===== config.mk =====
export PLATFORM = sky130hd
export DESIGN_NAME = i2c_rate_gen
export DESIGN_NICKNAME = d
export VERILOG_FILES = /design/src/rtl/i2c_rate_pkg.sv /design/src/rtl/i2c_rate_lin_stage.sv /design/src/rtl/i2c_rate_pow_stage.sv /design/src/rtl/i2c_rate_phase.sv /design/src/rtl/i2c_rate_gen.sv
export SDC_FILE = /design/constraint.sdc
export NUM_CORES = 1
export LEC_CHECK = 0
export BUFFER_PORTS_ARGS = -buffer_cell sky130_fd_sc_hd__buf_2
export CAP_MARGIN = 0
export CORE_ASPECT_RATIO = 1.75
export CORE_UTILIZATION = 29
export CTS_CLUSTER_DIAMETER = 200
export DETAILED_ROUTE_END_ITERATION = 7
export SLEW_MARGIN = 20
export SYNTH_ARGS = -nofsm -noshare
export SYNTH_HDL_FRONTEND = slang
export SYNTH_SLANG_ARGS = --single-unit

===== constraint.sdc =====
create_clock -name clk -period 2.8 [get_ports clk]
set_input_delay 0.7 -clock clk [delete_from_list [all_inputs] [get_ports clk]]
set_output_delay 0.7 -clock clk [all_outputs]
set_load 0.1 [all_outputs]

===== src/rtl/i2c_rate_pkg.sv =====
package i2c_rate_pkg;
   localparam int unsigned DEF_M_W     = 4;
   localparam int unsigned DEF_N_W     = 3;
   localparam int unsigned DEF_WDATA_W = 8;
   localparam int unsigned DEF_PHASES  = 10;
   localparam int unsigned DEF_LOW     = 5;

   typedef enum logic {
      SCL_LOW  = 1'b0,
      SCL_HIGH = 1'b1
   } scl_lvl_e;
endpackage


===== src/rtl/i2c_rate_lin_stage.sv =====
module i2c_rate_lin_stage #(
   parameter int unsigned M_W = 4
) (
   input  logic           clk,
   input  logic           rst_n,
   input  logic           clr,
   input  logic [M_W-1:0] lim,
   output logic           pulse
);
   logic [M_W-1:0] cnt;

   assign pulse = (cnt == lim);

   always_ff @(posedge clk or negedge rst_n) begin
      if (!rst_n)     cnt <= '0;
      else if (clr)   cnt <= '0;
      else if (pulse) cnt <= '0;
      else            cnt <= cnt + M_W'(1);
   end

   // the counter never runs past its limit, even across a load
   a_r4_lin_bound: assert property (@(posedge clk) disable iff (!rst_n)
      cnt <= lim);
   // a clear restarts the count
   a_r4_lin_clear: assert property (@(posedge clk) disable iff (!rst_n)
      clr |=> (cnt == '0));
endmodule


===== src/rtl/i2c_rate_pow_stage.sv =====
module i2c_rate_pow_stage #(
   parameter int unsigned N_W = 3
) (
   input  logic           clk,
   input  logic           rst_n,
   input  logic           clr,
   input  logic           step,
   input  logic [N_W-1:0] exp_n,
   output logic           tick
);
   localparam int unsigned C_W = 1 << N_W;

   logic [C_W-1:0] mask;
   logic [C_W-1:0] cnt;

   // thermometer mask: 2^(n+1)-1
   for (genvar i = 0; i < C_W; i++) begin : g_mask
      localparam logic [N_W-1:0] IDX = N_W'(i);
      assign mask[i] = (IDX <= exp_n);
   end

   assign tick = step && (cnt == mask);

   always_ff @(posedge clk or negedge rst_n) begin
      if (!rst_n)        cnt <= '0;
      else if (clr)      cnt <= '0;
      else if (tick)     cnt <= '0;
      else if (step)     cnt <= cnt + C_W'(1);
   end

   // the count stays inside the power-of-two window
   a_r4_pow_bound: assert property (@(posedge clk) disable iff (!rst_n)
      (cnt & ~mask) == '0);
   // without a step the count holds
   a_r2_pow_hold: assert property (@(posedge clk) disable iff (!rst_n)
      (!step && !clr) |=> $stable(cnt));
endmodule


===== src/rtl/i2c_rate_phase.sv =====
module i2c_rate_phase #(
   parameter int unsigned PHASES = 10,
   parameter int unsigned LOW    = 5,
   localparam int unsigned PH_W  = $clog2(PHASES)
) (
   input  logic            clk,
   input  logic            rst_n,
   input  logic            clr,
   input  logic            adv,
   output logic [PH_W-1:0] ph,
   output logic            hi
);
   import i2c_rate_pkg::*;

   scl_lvl_e lvl;

   always_ff @(posedge clk or negedge rst_n) begin
      if (!rst_n)                          ph <= '0;
      else if (clr)                        ph <= '0;
      else if (adv) begin
         if (ph == PH_W'(PHASES - 1))      ph <= '0;
         else                              ph <= ph + PH_W'(1);
      end
   end

   assign lvl = (ph >= PH_W'(LOW)) ? SCL_HIGH : SCL_LOW;
   assign hi  = (lvl == SCL_HIGH);

   // phase stays in range
   a_r5_range: assert property (@(posedge clk) disable iff (!rst_n)
      ph < PH_W'(PHASES));
   // wrap after the last phase
   a_r5_wrap: assert property (@(posedge clk) disable iff (!rst_n)
      (adv && !clr && ph == PH_W'(PHASES - 1)) |=> (ph == '0));
   // no tick, no step
   a_r5_hold: assert property (@(posedge clk) disable iff (!rst_n)
      (!adv && !clr) |=> $stable(ph));
   // the high half starts at the LOW boundary
   a_r6_rise: assert property (@(posedge clk) disable iff (!rst_n)
      $rose(hi) |-> (ph == PH_W'(LOW)));
endmodule


===== src/rtl/i2c_rate_gen.sv =====
module i2c_rate_gen #(
   parameter int unsigned M_W      = i2c_rate_pkg::DEF_M_W,
   parameter int unsigned N_W      = i2c_rate_pkg::DEF_N_W,
   parameter int unsigned WDATA_W  = i2c_rate_pkg::DEF_WDATA_W,
   parameter int unsigned PHASES   = i2c_rate_pkg::DEF_PHASES,
   parameter int unsigned LOW      = i2c_rate_pkg::DEF_LOW,
   parameter logic [M_W+N_W-1:0] RST_CODE = 'h44,
   localparam int unsigned CODE_W  = M_W + N_W,
   localparam int unsigned PH_W    = $clog2(PHASES)
) (
   input  logic               clk,
   input  logic               rst_n,
   input  logic               soft_rst,
   input  logic               rate_we,
   input  logic [WDATA_W-1:0] rate_wdata,
   output logic               tick,
   output logic [PH_W-1:0]    phase,
   output logic               scl_hi
);
   if (WDATA_W < CODE_W) begin : g_bad_wdata
      $error("rate_wdata narrower than the rate code");
   end
   if (LOW == 0 || LOW >= PHASES) begin : g_bad_low
      $error("LOW must split the phase range");
   end

   logic [CODE_W-1:0] code_q;
   logic [M_W-1:0]    m_q;
   logic [N_W-1:0]    n_q;
   logic              clr;
   logic              p1;

   assign clr = soft_rst | rate_we;
   assign m_q = code_q[CODE_W-1:N_W];
   assign n_q = code_q[N_W-1:0];

   always_ff @(posedge clk or negedge rst_n) begin
      if (!rst_n)        code_q <= RST_CODE;
      else if (soft_rst) code_q <= RST_CODE;
      else if (rate_we)  code_q <= rate_wdata[CODE_W-1:0];
   end

   i2c_rate_lin_stage #(.M_W(M_W)) u_lin (
      .clk(clk), .rst_n(rst_n), .clr(clr), .lim(m_q), .pulse(p1));

   i2c_rate_pow_stage #(.N_W(N_W)) u_pow (
      .clk(clk), .rst_n(rst_n), .clr(clr), .step(p1), .exp_n(n_q),
      .tick(tick));

   i2c_rate_phase #(.PHASES(PHASES), .LOW(LOW)) u_phase (
      .clk(clk), .rst_n(rst_n), .clr(soft_rst), .adv(tick),
      .ph(phase), .hi(scl_hi));

   // a period is at least two clocks, so no tick follows a load directly
   a_r4_load_quiet: assert property (@(posedge clk) disable iff (!rst_n)
      rate_we |=> !tick);
   // soft reset clears the phase and the tick
   a_r7_soft_clear: assert property (@(posedge clk) disable iff (!rst_n)
      soft_rst |=> (phase == '0 && !tick));
   // soft reset beats a simultaneous load
   a_r7_soft_prio: assert property (@(posedge clk) disable iff (!rst_n)
      soft_rst |=> (code_q == RST_CODE));
endmodule


==> results summary <==
The number of enable flip-flop cells after synthesis is 0. The initial antenna violation count is 0. In this run the tightest slew margin relative to its limit is 65.2%.

The critical path arrival is 1.98 ns. For this run, the total global-route usage over all layers was measured as 13.6%. The leading register cell type out of synthesis is sky130_fd_sc_hd__dfrtp_1. The post-synthesis simple-gate area fraction came out at 23.8%. The complex-gate fraction of the synthesized area is 14.9%.

The count of buffers from port buffering came out at 16. Among all stages on the critical path, the largest delay is contributed by sky130_fd_sc_hd__or4_4. The data required time of the critical path came out at 2.10 ns. The share of synthesized cell area in full adder, half adder and majority cells came out at roughly 1.9%.

In this run the clock root is driven by a sky130_fd_sc_hd__clkbuf_8. The count of mapped cells out of synthesis came out at 142. The number of buffers inserted during clock tree synthesis came out at 3. The number of max-cap violations is 0.

The mux cell area share after synthesis is 4.63%. The kind of cell adding the most delay to the critical path is simple AND/OR/NAND/NOR gates. The area share of the leading cell type in the synthesized netlist is 40.5%. The die outline area is 4760 um2.

The top achievable clock speed came out at 373 MHz. For this block, the via count after detailed routing is 1077. The number of vias per cell after detailed routing came out at 5.23. Traced cell by cell, the critical path runs through or4_4, a211oi_1, nand3_1, inv_2, buf_12.

After clock tree synthesis, the setup repair step added 0 buffers. The total power consumption of the routed design is 624 uW. The last weighted congestion value of the routability-driven placer came out at 0.778. The clock tree skew after final layout came out at 0.0114 ns.

The area of the mapped netlist came out at 1300 um2. Detailed placement finished with a half-perimeter wire length of 2.11 mm. The net total in the final layout is roughly 170. Ranked by total cell area, the synthesized netlist is headed by sky130_fd_sc_hd__dfrtp_1 (41%), sky130_fd_sc_hd__mux2i_1 (4.6%), sky130_fd_sc_hd__dfstp_2 (4.1%), sky130_fd_sc_hd__nor2_1 (4.1%), sky130_fd_sc_hd__xnor2_1 (4.1%). The number of diodes is 0. The sequential fraction of the synthesis area is between 40% and 50%.

The CTS sink count is 23. The count of pins over their slew limit is 0. The floorplan step set the die width to 52.6 um. After floorplanning, the core was divided into 31 placement rows. The synthesized netlist net count came out at 156. The fraction of layout cells with a size suffix above 1 came out at between 10% and 20%. For this run, the share of the core covered by cells in the final layout is 34.9%. The number of buffer and inverter stages on the critical path came out at 2. The number of global-route vias before repair came out at ~1100. The first routing iteration left 31 violations. The first global-routing pass estimated 4.80 mm of wire. The setup-violating endpoint count in the final report came out at 0.

The final critical path time including I/O delays and setup came out at 2.68 ns. Yosys printed 0 warnings. The critical path is of the reg2out type. Synthesis instantiated between 40 and 50 different standard cells from the library. The clock network latency to the later pin of the worst-skew pair is roughly 0.28 ns. The maximum cell stage delay along the critical path came out at 0.54 ns.

The final instance area is 1480 um2. The sum of routed wire length over all layers came out at 2.83 mm. TritonCTS built the clock tree. The instance area after placement is between 1000 and 1500 um2.

The remaining global-route overflow is 0. The number of H-tree levels is 1. The worst IR drop on VDD came out at 0.270 mV.

The remaining number of nets flagged by the antenna check after routing came out at 0. In this run the standard cell core region covers 4230 um2. After routing, the total negative slack on setup checks comes to 0 ns.

STA classifies the critical path endpoint as a primary output. The number of hold-slack violations in the final timing report came to 0. Setup repair after global routing left no endpoint under its margin. Summing the areas of all xor and xnor instances in the mapped netlist gives 5.40% of the synthesized area. The measured slew at the worst slew-check pin came out at about 0.52 ns.

The remaining design rule violation count is 0. In this run the deepest clock path goes through 2 buffers. Of all nets on the critical path, the largest fanout is 9. The I/O pin count came out at 18. The power per cell area is 423 nW/um2. The main combinational cell family by area after synthesis is simple AND/OR/NAND/NOR gates. Synthesis inferred 23 register bits. The area growth from synthesis to final layout came out at 13.7%. The register clock-pin slew on the reported worst setup and hold paths is 0.09 ns. The path class of the tightest hold or removal check is in2async. The proportion of synthesized flip-flops having asynchronous set or reset is 100%.

The first-pass iteration count of the detailed router is 4. Entering global routing, the biggest net connects 24 pins. The worst path uses 95.6% of the clock period. The detailed-route wire length per cell is between 10 and 15 um. The floorplan step set the die height to 90.5 um.

The startpoint class of the critical path is a register. The run finished with clean final reports. In this run, post-CTS hold repair placed 0 buffers. The mean area per synthesized cell came out at 9.14 um2. Summed over all cells, the static leakage comes to 0.000643 uW. The effective utilization at floorplan came out at 30.7%. The cell type contributing the most total cell area after synthesis is sky130_fd_sc_hd__dfrtp_1. The number of instances resized during post-cts repair is 0.
per-stage QoR:
| step | std cells | setup slack, ns | hold WS (ns) |
|---|---|---|---|
| after floorplan | 142 | 0.0454 | 0.404 |
| after global placement | 202 | 0.453 | 0.523 |
| after detailed placement | 202 | 0.412 | 0.537 |
| after CTS | 206 | 0.105 | 0.416 |
| after global routing | 206 | 0.0219 | 0.437 |
| final | 206 | 0.122 | 0.391 |
layout make-up:
type / count / area (um2)
Tap cell: 49 / 61.3
Inverter: 6 / 22.5
Multi-Input combinational cell: 106 / 658
Timing Repair Buffer: 18 / 110
Clock buffer: 4 / 45.0
Fill cell: 440 / 2750
Sequential cell: 23 / 578
metal layers:
layer	share of wire, %	up-vias	track usage, %
li1	-	537	-
met1	39	521	14.5
met2	57	14	24.2
met3	1.8	5	1.52
met4	2.4	0	7.89
met5	0	-	0
placed cells by master (no fill, tap or decap), drive strengths merged, types with 4 or more instances in the layout:
cell,Yosys,routed
xnor2,6,6
inv,6,6
buf,3,18
nand2b,4,4
clkbuf,4,4
nor2b,6,6
o21ai,5,5
dfrtp,21,21
nand2,12,12
nor2,14,14
a21oi,10,10
nand3,8,8
mux2i,6,6
kinds of logic after synthesis:
family / Yosys count
simple gates: 60
compound gates: 30
flops: 23
buf+inv: 13
xor+xnor: 8
mux: 6
fa+ha+maj: 2
worst register-to-register path, delay by kind of cell (launching register included):
family          cells  cell delay (ns)
flops               1             0.48
mux                 1             0.24
simple gates        3             0.91
compound gates      1             0.39
cell usage after synthesis (2+ instances only):
master,number
sky130_fd_sc_hd__nor3_1,2
sky130_fd_sc_hd__inv_1,5
sky130_fd_sc_hd__ha_1,2
sky130_fd_sc_hd__nand2_1,12
sky130_fd_sc_hd__nor4_1,2
sky130_fd_sc_hd__nor2b_1,6
sky130_fd_sc_hd__nand2b_1,4
sky130_fd_sc_hd__xor2_1,2
sky130_fd_sc_hd__clkbuf_1,3
sky130_fd_sc_hd__o21ai_0,3
sky130_fd_sc_hd__o21ai_1,2
sky130_fd_sc_hd__xnor2_1,6
sky130_fd_sc_hd__or3_1,2
sky130_fd_sc_hd__and3_1,2
sky130_fd_sc_hd__a21oi_1,10
sky130_fd_sc_hd__a211o_1,2
sky130_fd_sc_hd__o22ai_1,2
sky130_fd_sc_hd__mux2i_1,6
sky130_fd_sc_hd__nor3b_1,2
sky130_fd_sc_hd__dfrtp_1,21
sky130_fd_sc_hd__dfstp_2,2
sky130_fd_sc_hd__nand3_1,8
sky130_fd_sc_hd__nor2_1,14
report_power, final:
part / leakage (uW) / switching, uW / total [uW] / internal (uW)
registers: 0.000310 / 9.91 / 351 / 341
logic: 0.000310 / 31.6 / 57.0 / 25.4
clock network: 0.0000228 / 114 / 216 / 102
sequential cells by signal, indices dropped and copies added, names as in the netlist:
signal / cells
u_phase.ph: 4
u_pow.cnt: 8
code_q: 7
u_lin.cnt: 4
worst paths after layout:
kind	startpoint	endpoint	slack [ns]	depth (start not counted)
min reg2reg	u_lin.cnt[0]	u_lin.cnt[0]	0.53	1
min	rst_n	code_q[4]	0.39	1
max	code_q[1]	tick	0.12	5
max in group asynchronous	rst_n	code_q[2]	2.05	1
max reg2reg	code_q[1]	u_phase.ph[1]	0.68	5
min in group clk	u_lin.cnt[0]	u_lin.cnt[0]	0.53	1
(Power assumes the default switching activity.)
